[src/rtl/wdog_pkg.sv]
package wdog_pkg;
  localparam logic [11:0] OFS_LOAD  = 12'h000;
  localparam logic [11:0] OFS_COUNT = 12'h004;
  localparam logic [11:0] OFS_CTRL  = 12'h008;
  localparam logic [11:0] OFS_CLEAR = 12'h00C;
  localparam logic [11:0] OFS_STAT  = 12'h014;
  localparam logic [11:0] OFS_LOCK  = 12'hC00;
  localparam logic [31:0] UNLOCK_KEY = 32'h1ACC_E551;
endpackage

[src/rtl/wdog_regs.sv]
module wdog_regs
  import wdog_pkg::*;
#(
  parameter int CNT_W  = 32,
  parameter int ADDR_W = 12
) (
  input  logic              clk,
  input  logic              rst_n,
  input  logic              bus_sel,
  input  logic              bus_en,
  input  logic              bus_wr,
  input  logic [ADDR_W-1:0] bus_addr,
  input  logic [31:0]       bus_wdata,
  output logic [31:0]       bus_rdata,
  input  logic [CNT_W-1:0]  cnt_i,
  input  logic              flag_i,
  output logic [CNT_W-1:0]  load_o,
  output logic              run_o,
  output logic              arm_o,
  output logic              reload_o,
  output logic [CNT_W-1:0]  reload_val_o,
  output logic              clear_o
);
  logic             locked_q, locked_d;
  logic [CNT_W-1:0] load_q, load_d;
  logic             run_q, run_d, arm_q, arm_d;
  logic             wr_stb, wr_ok;
  logic             hit_load, hit_ctrl, hit_clear, hit_lock;

  assign wr_stb    = bus_sel & bus_en & bus_wr;
  assign wr_ok     = wr_stb & ~locked_q;
  assign hit_load  = bus_addr == ADDR_W'(OFS_LOAD);
  assign hit_ctrl  = bus_addr == ADDR_W'(OFS_CTRL);
  assign hit_clear = bus_addr == ADDR_W'(OFS_CLEAR);
  assign hit_lock  = bus_addr == ADDR_W'(OFS_LOCK);

  always_comb begin
    locked_d = locked_q;
    load_d   = load_q;
    run_d    = run_q;
    arm_d    = arm_q;
    if (wr_stb && hit_lock) locked_d = (bus_wdata != UNLOCK_KEY);
    if (wr_ok && hit_load)  load_d = bus_wdata[CNT_W-1:0];
    if (wr_ok && hit_ctrl) begin
      run_d = bus_wdata[0];
      arm_d = bus_wdata[1];
    end
  end

  always_ff @(posedge clk or negedge rst_n) begin
    if (!rst_n) begin
      locked_q <= 1'b0;
      load_q   <= '1;
      run_q    <= 1'b0;
      arm_q    <= 1'b0;
    end else begin
      locked_q <= locked_d;
      load_q   <= load_d;
      run_q    <= run_d;
      arm_q    <= arm_d;
    end
  end

  always_comb begin
    bus_rdata = '0;
    if (bus_addr == ADDR_W'(OFS_LOAD))       bus_rdata = 32'(load_q);
    else if (bus_addr == ADDR_W'(OFS_COUNT)) bus_rdata = 32'(cnt_i);
    else if (bus_addr == ADDR_W'(OFS_CTRL))  bus_rdata = {30'b0, arm_q, run_q};
    else if (bus_addr == ADDR_W'(OFS_STAT))  bus_rdata = {31'b0, flag_i};
    else if (bus_addr == ADDR_W'(OFS_LOCK))  bus_rdata = {31'b0, locked_q};
  end

  assign load_o       = load_q;
  assign run_o        = run_q;
  assign arm_o        = arm_q;
  assign reload_o     = wr_ok & hit_load;
  assign reload_val_o = bus_wdata[CNT_W-1:0];
  assign clear_o      = wr_ok & hit_clear;

  // a locked write to the reload register leaves it unchanged
  assert_locked_load_R3: assert property (@(posedge clk) disable iff (!rst_n)
    locked_q && wr_stb && hit_load |=> $stable(load_o));
endmodule

[src/rtl/wdog_core.sv]
module wdog_core #(
  parameter int CNT_W = 32
) (
  input  logic             clk,
  input  logic             rst_n,
  input  logic             run_i,
  input  logic             arm_i,
  input  logic             tick_i,
  input  logic [CNT_W-1:0] load_i,
  input  logic             reload_i,
  input  logic [CNT_W-1:0] reload_val_i,
  input  logic             clear_i,
  output logic [CNT_W-1:0] cnt_o,
  output logic             flag_o,
  output logic             fire_o
);
  logic [CNT_W-1:0] cnt_q, cnt_d;
  logic             flag_q, flag_d;
  logic             expire;

  always_comb begin
    cnt_d  = cnt_q;
    flag_d = flag_q;
    expire = 1'b0;
    fire_o = 1'b0;
    if (reload_i) begin
      cnt_d = reload_val_i;
    end else if (clear_i) begin
      cnt_d  = load_i;
      flag_d = 1'b0;
    end else if (run_i && tick_i) begin
      if (cnt_q == '0) begin
        cnt_d  = load_i;
        expire = 1'b1;
      end else begin
        cnt_d = cnt_q - 1'b1;
      end
    end
    if (expire) begin
      if (flag_q && arm_i) begin
        fire_o = 1'b1;
        flag_d = 1'b0;
      end else begin
        flag_d = 1'b1;
      end
    end
  end

  always_ff @(posedge clk or negedge rst_n) begin
    if (!rst_n) begin
      cnt_q  <= '0;
      flag_q <= 1'b0;
    end else begin
      cnt_q  <= cnt_d;
      flag_q <= flag_d;
    end
  end

  assign cnt_o  = cnt_q;
  assign flag_o = flag_q;

  // one tick lowers a non-zero count by exactly one
  assert_tick_step_R6: assert property (@(posedge clk) disable iff (!rst_n)
    run_i && tick_i && !reload_i && !clear_i && cnt_o != '0 |=> cnt_o == $past(cnt_o) - 1'b1);
  // the first expiry leaves the flag set
  assert_first_expiry_R6: assert property (@(posedge clk) disable iff (!rst_n)
    run_i && tick_i && !reload_i && !clear_i && cnt_o == '0 && !flag_o |=> flag_o);
  // a stopped counter holds its value
  assert_frozen_R10: assert property (@(posedge clk) disable iff (!rst_n)
    !run_i && !reload_i && !clear_i |=> $stable(cnt_o));
endmodule

[src/rtl/wdog_rstpulse.sv]
module wdog_rstpulse #(
  parameter int RST_CYCLES = 16
) (
  input  logic clk,
  input  logic rst_n,
  input  logic run_i,
  input  logic fire_i,
  output logic pulse_o
);
  localparam int PW = $clog2(RST_CYCLES + 1);

  logic [PW-1:0] left_q, left_d;

  always_comb begin
    left_d = left_q;
    if (!run_i)             left_d = '0;
    else if (fire_i)        left_d = PW'(RST_CYCLES);
    else if (left_q != '0)  left_d = left_q - 1'b1;
  end

  always_ff @(posedge clk or negedge rst_n) begin
    if (!rst_n) left_q <= '0;
    else        left_q <= left_d;
  end

  assign pulse_o = left_q != '0;

  // no reset pulse in the cycle after the counter is stopped
  assert_stop_quiet_R10: assert property (@(posedge clk) disable iff (!rst_n)
    !run_i |=> !pulse_o);
endmodule

[src/rtl/wdog_timer.sv]
module wdog_timer #(
  parameter int CNT_W      = 32,
  parameter int ADDR_W     = 12,
  parameter int RST_CYCLES = 16
) (
  input  logic              clk,
  input  logic              rst_n,
  input  logic              tick_en,
  input  logic              bus_sel,
  input  logic              bus_en,
  input  logic              bus_wr,
  input  logic [ADDR_W-1:0] bus_addr,
  input  logic [31:0]       bus_wdata,
  output logic [31:0]       bus_rdata,
  output logic              irq_o,
  output logic              sys_rst_o
);
  logic [1:0]       rst_sync_q;
  logic             rst_int_n;
  logic [CNT_W-1:0] cnt, load, reload_val;
  logic             flag, run, arm, reload, clear, fire;

  always_ff @(posedge clk or negedge rst_n) begin
    if (!rst_n) rst_sync_q <= 2'b00;
    else        rst_sync_q <= {rst_sync_q[0], 1'b1};
  end
  assign rst_int_n = rst_sync_q[1];

  wdog_regs #(.CNT_W(CNT_W), .ADDR_W(ADDR_W)) u_regs (
    .clk(clk), .rst_n(rst_int_n),
    .bus_sel(bus_sel), .bus_en(bus_en), .bus_wr(bus_wr),
    .bus_addr(bus_addr), .bus_wdata(bus_wdata), .bus_rdata(bus_rdata),
    .cnt_i(cnt), .flag_i(flag),
    .load_o(load), .run_o(run), .arm_o(arm),
    .reload_o(reload), .reload_val_o(reload_val), .clear_o(clear)
  );

  wdog_core #(.CNT_W(CNT_W)) u_core (
    .clk(clk), .rst_n(rst_int_n),
    .run_i(run), .arm_i(arm), .tick_i(tick_en),
    .load_i(load), .reload_i(reload), .reload_val_i(reload_val), .clear_i(clear),
    .cnt_o(cnt), .flag_o(flag), .fire_o(fire)
  );

  wdog_rstpulse #(.RST_CYCLES(RST_CYCLES)) u_pulse (
    .clk(clk), .rst_n(rst_int_n),
    .run_i(run), .fire_i(fire), .pulse_o(sys_rst_o)
  );

  assign irq_o = flag & run;

  // a reset pulse starts only after the interrupt was visible
  assert_rst_after_irq_R8: assert property (@(posedge clk) disable iff (!rst_int_n)
    $rose(sys_rst_o) |-> $past(irq_o));
endmodule

[config.mk]
export PLATFORM = sky130hd
export DESIGN_NAME = wdog_timer
export DESIGN_NICKNAME = d
export VERILOG_FILES = /design/src/rtl/wdog_pkg.sv /design/src/rtl/wdog_regs.sv /design/src/rtl/wdog_core.sv /design/src/rtl/wdog_rstpulse.sv /design/src/rtl/wdog_timer.sv
export SDC_FILE = /design/constraint.sdc
export NUM_CORES = 1
export LEC_CHECK = 0
export ABC_AREA = 1
export CORE_AREA = 2 2 99 139
export CTS_CLUSTER_DIAMETER = 50
export DETAILED_ROUTE_END_ITERATION = 16
export DIE_AREA = 0 0 101 141
export PLACE_DENSITY_LB_ADDON = 0.05
export SLEW_MARGIN = 20
export SYNTH_ARGS = -nofsm -noshare
export SYNTH_HDL_FRONTEND = slang
export SYNTH_HIERARCHICAL = 1
export SYNTH_SLANG_ARGS = --single-unit
[constraint.sdc]
create_clock -name clk -period 2.2 [get_ports clk]
set_input_delay 0.44 -clock clk [delete_from_list [all_inputs] [get_ports clk]]
set_output_delay 0.44 -clock clk [all_outputs]
set_load 0.005 [all_outputs]
==> metrics.txt, run 1 <==
synthesized area per cell ~6.3 µm²; Area growth syn-to-layout 31.4%; GRT overflow 0; FF-to-FF path depth 11; TNS Setup 0 ns; Post-Synth Adder-Cell Area 0.655%; pin count of the biggest net entering global routing 74; commonest non-fill, non-tap cell in the layout nand2_1; detailed-route via count 6123; NumNets Final 1071; Die Ht about 140 µm; first-pass GRT wire length 29.3 mm; Detail Placement HPWL 12.4 mm; initial antenna violation count 0; Sink Count 75; final hold violation count 0; Worst R2R Setup Slack 0.17 ns; worst-case clock buffer depth 2; YS warnings 6; Max-Slew Margin vs Limit 65.8%; Crit Reg-Reg Startpoint u_core/cnt_o[0]; Final Util 57.3%; total power 3230 µW; vias in the first global route 6028; core area 13100 µm²; number of synthesized register bits between 70 and 80; First DRT Iteration DRCs 364; WL final 18.2 mm; Final ANT Viol Nets 0; Clock Skews 0.0102 ns; largest family of logic cells by synthesized area simple AND/OR/NAND/NOR gates; fin crit share 99.3%; Post-Syn Area 5730 µm²; Synth Instances 917; fraction of the mapped netlist area in compound gates under 10%; boundary pin count 84; multiplexer area fraction after synthesis 0%; CTS tree yes; status complete, no violations; WP data arrival 1.75 ns; Setup violations, final 0; share of layout cells above drive strength 1 23.4%; total iterations of the first detailed-routing run 5; Routed WL per cell 15.5 µm; die width 101 µm; hold crit path type in2async; placer congestion estimate just over 0.9; ANT cells 0; sequential-to-total area share from yosys stat 33.4%; total global-route track usage 26.2%; R2R Path End u_core/cnt_o[26]; H-tree depth 3; RSZ-0062 raised after global routing true; # DRC 0; starting density of the core between 40% and 50%; VDD IR max 0.302 mV; Least-Margin Pin Slew 0.512 ns; CP Capture Type output port; Synth cell types 34; CP Max Fanout 7; num rows 50; port bufs slightly above 80; crit path capture bus_rdata[23]; fmax approximately 460 MHz; cell area power density between 400 and 500 nW/µm²; min Tclk post-route 2.19 ns; dpl ws -0.601 ns; Vias/cell 5.19; worst skew pair latency 0.34 ns; Crit path required time 1.76 ns; final-report max-slew violation count 0; CP Launch Point bus_addr[1]; LEAKAGE 0.00402 µW; Startpoint Class primary input; most frequent cells in the layout nand2_1 (372), nor2_1 (130), inv_1 (56), nand3_1 (56), buf_4 (45); post-synthesis xor/xnor area fraction under 10%; Die ar. 14200 µm²; clock root cell clkbuf_16; synthesized net count 970; post-route setup slack 0.0148 ns; crit path kind in2out; TritonCTS Buffers 9; simple-gate share of the synthesized area 45.6%; clock-pin transition on the worst setup and hold timing paths 0.07 ns; max-cap violation count 0
## worst max-delay path: stages
cell     delay [ns]
buf_4          0.13
nor2_4         0.12
buf_4          0.12
nand2_2        0.05
nor2_4         0.14
nand3_4        0.17
buf_16         0.20
buf_12         0.14
o21ai_2        0.12
buf_2          0.12
## repair_timing
action                                  CTS  global route
hold buffers                              0             0
cloned                                    4             0
endpoints found under the setup margin   36            50
gates resized for setup                 213            41
pin swaps                                20            18
buffers inserted                         19             1
## Yosys cell counts (all sizes together)
master / n / share of area, %
nand2: 394 / 26
nor2: 151 / 11
inv: 59 / 3.9
nand3: 58 / 5.1
buf: 51 / 6.9
o21ai: 47 / 4.1
dfrtp: 43 / 19
dfstp: 32 / 15
clkbuf: 15 / 0.98
nor3: 14 / 1.2
a21oi: 11 / 0.96
nand4: 10 / 1.1
xnor2: 9 / 1.4
xor2: 6 / 0.92
o21bai: 5 / 0.85
ha: 3 / 0.65
clkinv: 2 / 0.17
or2: 2 / 0.22
a21boi: 1 / 0.13
and3: 1 / 0.11
conb: 1 / 0.065
nand3b: 1 / 0.35
nor3b: 1 / 0.13
## flip-flops by register name (all words and copies together), names as in the netlist
name	cells
u_core/cnt_o	32
u_regs/load_o	32
u_pulse/left_q	5
rst_sync_q	2
u_core/flag_o	1
u_regs/arm_o	1
u_regs/locked_q	1
u_regs/run_o	1
## cell type report
class / instances / area [µm²]
Multi-Input combinational cell: 715 / 3320
Timing Repair Buffer: 156 / 1540
Clock buffer: 10 / 239
Fill cell: 1303 / 5610
Tap cell: 156 / 195
Inverter: 61 / 233
Clock inverter: 6 / 88.8
Sequential cell: 75 / 1920
## worst min-delay path by stage
stage                   from                to  slack (ns)  cells past startpoint
2_1_floorplan          rst_n     rst_sync_q[0]        0.14                      0
3_3_place_gp   rst_sync_q[1]  u_core/cnt_o[24]        0.32                      1
3_5_place_dp   rst_sync_q[1]  u_core/cnt_o[24]        0.32                      1
4_1_cts                rst_n     rst_sync_q[0]        0.24                      1
5_1_grt                rst_n     rst_sync_q[1]        0.25                      1
6_report               rst_n     rst_sync_q[1]        0.25                      1
## cell families (layout without fill, tap and decap cells)
| family | count (synthesis) | after routing |
|---|---|---|
| AO/OA/AOI/OAI | 64 | 64 |
| adder cells (fa/ha/maj) | 3 | 3 |
| buffers and inverters | 127 | 233 |
| XOR/XNOR | 15 | 15 |
| other | 1 | 1 |
| flip-flops | 75 | 75 |
| AND/OR/NAND/NOR | 632 | 632 |
## power by group
part	switching, µW	total (µW)	internal [µW]	leakage, µW
Combinational	93.2	192	99.1	0.00294
Sequential	1.79	1390	1390	0.000920
Clock	628	1650	1020	0.000155
## metal layers
layer	vias to the layer above	GRT usage [%]	wire length [µm]
li1	3024	-	-
met1	2874	30.1	7200
met2	175	47.4	9530
met3	50	3.07	824
met4	0	12.7	682
met5	-	0	0
## metrics by stage
step	hold slack, ns	std cells	instance area [µm²]
4_1_cts	0.243	1178	7510
6_report	0.248	1179	7530
5_1_grt	0.245	1179	7530
3_3_place_gp	0.323	1139	6830
3_5_place_dp	0.321	1139	6830
2_1_floorplan	0.144	917	5740
No activity file was read; power rests on OpenSTA's default activity.
==> inputs of run 2 (changes only) <==
--- a/config.mk
+++ b/config.mk
@@ -8,6 +8,7 @@
 export ABC_AREA = 1
 export CORE_AREA = 2 2 99 139
 export CTS_CLUSTER_DIAMETER = 50
+export CTS_CLUSTER_SIZE = 8
 export DETAILED_ROUTE_END_ITERATION = 16
 export DIE_AREA = 0 0 101 141
 export PLACE_DENSITY_LB_ADDON = 0.05
==> results of run 2 <==
Final layout, timing and power as in run 1 (identical DEF).
==> inputs of run 3 (changes only) <==
--- a/config.mk
+++ b/config.mk
@@ -5,12 +5,12 @@
 export SDC_FILE = /design/constraint.sdc
 export NUM_CORES = 1
 export LEC_CHECK = 0
-export ABC_AREA = 1
-export CORE_AREA = 2 2 99 139
+export ABC_AREA = 0
+export CORE_AREA = 2 2 94 133
 export CTS_CLUSTER_DIAMETER = 50
 export CTS_CLUSTER_SIZE = 8
 export DETAILED_ROUTE_END_ITERATION = 16
-export DIE_AREA = 0 0 101 141
+export DIE_AREA = 0 0 96 135
 export PLACE_DENSITY_LB_ADDON = 0.05
 export SLEW_MARGIN = 20
 export SYNTH_ARGS = -nofsm -noshare
==> metrics.txt, run 3 <==
status finished, violations left; failing checks setup timing; filler instances 1004; Sink Count 75; GRT overflow 0; synthesized net count 584; hold crit path type reg2async; Final ANT Viol Nets 0; max-cap violation count 0; Startpoint Class register; Crit path required time 2.42 ns; Synth cell types 67; NumNets Final 764; sequential-to-total area share from yosys stat 36.9%; TritonCTS Buffers 9; slowest library cell on the worst path or4_4; total global-route track usage between 20% and 30%; Setup violations, final 70; share of layout cells above drive strength 1 45.3%; Die ar. 13000 µm²; Synth Instances ~530; grt met2 use 47.8%; ys async rst share 100%; total iterations of the first detailed-routing run 4; post-route setup slack -0.490 ns; ANT cells 0; met1 Use GR 31.9%; fmax 372 MHz; Area growth syn-to-layout 46.3%; fin crit share 122%; Post-Syn Area 5200 µm²; Worst path top cell family by delay simple AND/OR/NAND/NOR gates; WL final 16.3 mm; DP Area between 6000 and 7000 µm²; RSZ-0062 raised after global routing true; most utilized layer in the global route result met2; Die Ht 135 µm; Max-Slew Margin vs Limit 66.1%; CP Max Fanout 4; WP buf/inv 0; H-tree depth 3; clock-pin transition on the worst setup and hold timing paths 0.06 ns; final-report max-slew violation count 0; cell area power density roughly 480 nW/µm²; number of synthesized register bits 75; First DRT Iteration DRCs 209; starting density of the core 44.4%; number of synthesized flops with an enable pin 0; max incr delay on CP 0.55 ns; YS warnings 6; final instance area 7610 µm²; final hold slack 0.214 ns; synthesized area per cell 9.79 µm²; synth top area cells dfrtp_1 (21%), dfstp_2 (16%), mux2i_1 (9.1%); core area 11700 µm²; WP data arrival 2.91 ns; most frequent cells in the layout buf_4 (111), mux2i_1 (47), dfrtp_1 (42), clkdlybuf4s50_1 (39), buf_2 (38); worst skew pair latency ~0.34 ns; clock root cell clkbuf_16; pin count of the biggest net entering global routing 33; LEAKAGE 0.00353 µW; Detail Placement HPWL roughly 12 mm; Final Util 65.0%; Clock Skews 0.00792 ns; Least-Margin Pin Slew between 0.5 and 0.6 ns; commonest non-fill, non-tap cell in the layout buf_4; Routed WL per cell about 19 µm; min Tclk post-route 2.69 ns; num rows 47; worst-case clock buffer depth 2; CP most frequent cell or4_4; ys flop type dfrtp_1; detailed-route via count 4784; Register Area 1920 µm²; boundary pin count 84; first-pass GRT wire length 26.4 mm; CP Capture Type register; post-synth top area share 20.7%; # DRC 0; TNS Setup -18.39 ns; crit-path cells or4_4 -> or4_4 -> or4_4 -> nor2b_4 -> or3_1 -> a32o_1; CTS tree yes; final hold violation count 0; Vias/cell between 5 and 6; vias in the first global route 5196; crit path kind reg2reg; placer congestion estimate 0.905; initial antenna violation count 0; port bufs 83; synth cell count leaders nor2_1 (61), mux2i_1 (47), dfrtp_1 (43), buf_4 (32), dfstp_2 (32); most common cell in the netlist nor2_1; area of the multi-input gates 3170 µm²; met3 Use GR 2.51%; cell taking the most area after synthesis dfrtp_1; VDD IR max 0.362 mV; die width 96 µm
run 3: cell type report:
type                            count  area share, %
Tap cell                          147           2.42
Clock buffer                       12           3.50
Sequential cell                    75           25.2
Timing Repair Buffer              228           25.3
Inverter                           11          0.576
Multi-Input combinational cell    386           41.7
Clock inverter                      4           1.25
run 3: metrics by stage:
stage	setup WS [ns]	std cells	total power, µW
floorplan	-0.536	531	1650
global placement	-0.812	827	1850
detailed placement	-0.910	827	1860
CTS	-0.480	862	3650
global route	-0.555	863	3750
finish	-0.490	863	3630
run 3: repair_timing:
item / 4_1_cts / 5_1_grt
gates resized for setup: 228 / 35
setup endpoints to repair: 103 / 87
hold buffers: 0 / 0
setup buffers: 17 / 1
cloned: 2 / 0
pin swaps: 41 / 3
run 3: cell families after synthesis:
family | synth area share [%]
AOI/OAI and AO/OA | 13.3
muxes | 18.7
adders and majority gates | 0.722
xor gates and xnor gates | 3.71
buffers and inverters | 8.14
and+or+nand+nor | 18.4
other | 0.0722
DFF | 36.9
run 3: per-layer routing:
layer / vias to the layer above / part of all wire, %
li1: 2268 / -
met1: 2374 / 41
met2: 117 / 53
met3: 25 / 3.3
met4: 0 / 2.6
met5: - / 0
run 3: where the power goes:
group          internal [µW]  switching (µW)
clock network           1200             583
logic                    232             216
registers               1390            9.96
run 3: worst paths after layout:
check	startpoint	to	slack [ns]	cells after the start
setup / recovery	u_core/cnt_o[27]	u_core/cnt_o[24]	-0.49	6
setup reg to reg	u_core/cnt_o[27]	u_core/cnt_o[24]	-0.49	6
hold / removal	rst_sync_q[1]	u_core/cnt_o[14]	0.21	0
min in group clk	rst_sync_q[0]	rst_sync_q[1]	0.35	0
max in group asynchronous	rst_sync_q[1]	u_regs/load_o[4]	1.34	1
hold reg to reg	rst_sync_q[1]	u_core/cnt_o[14]	0.21	0
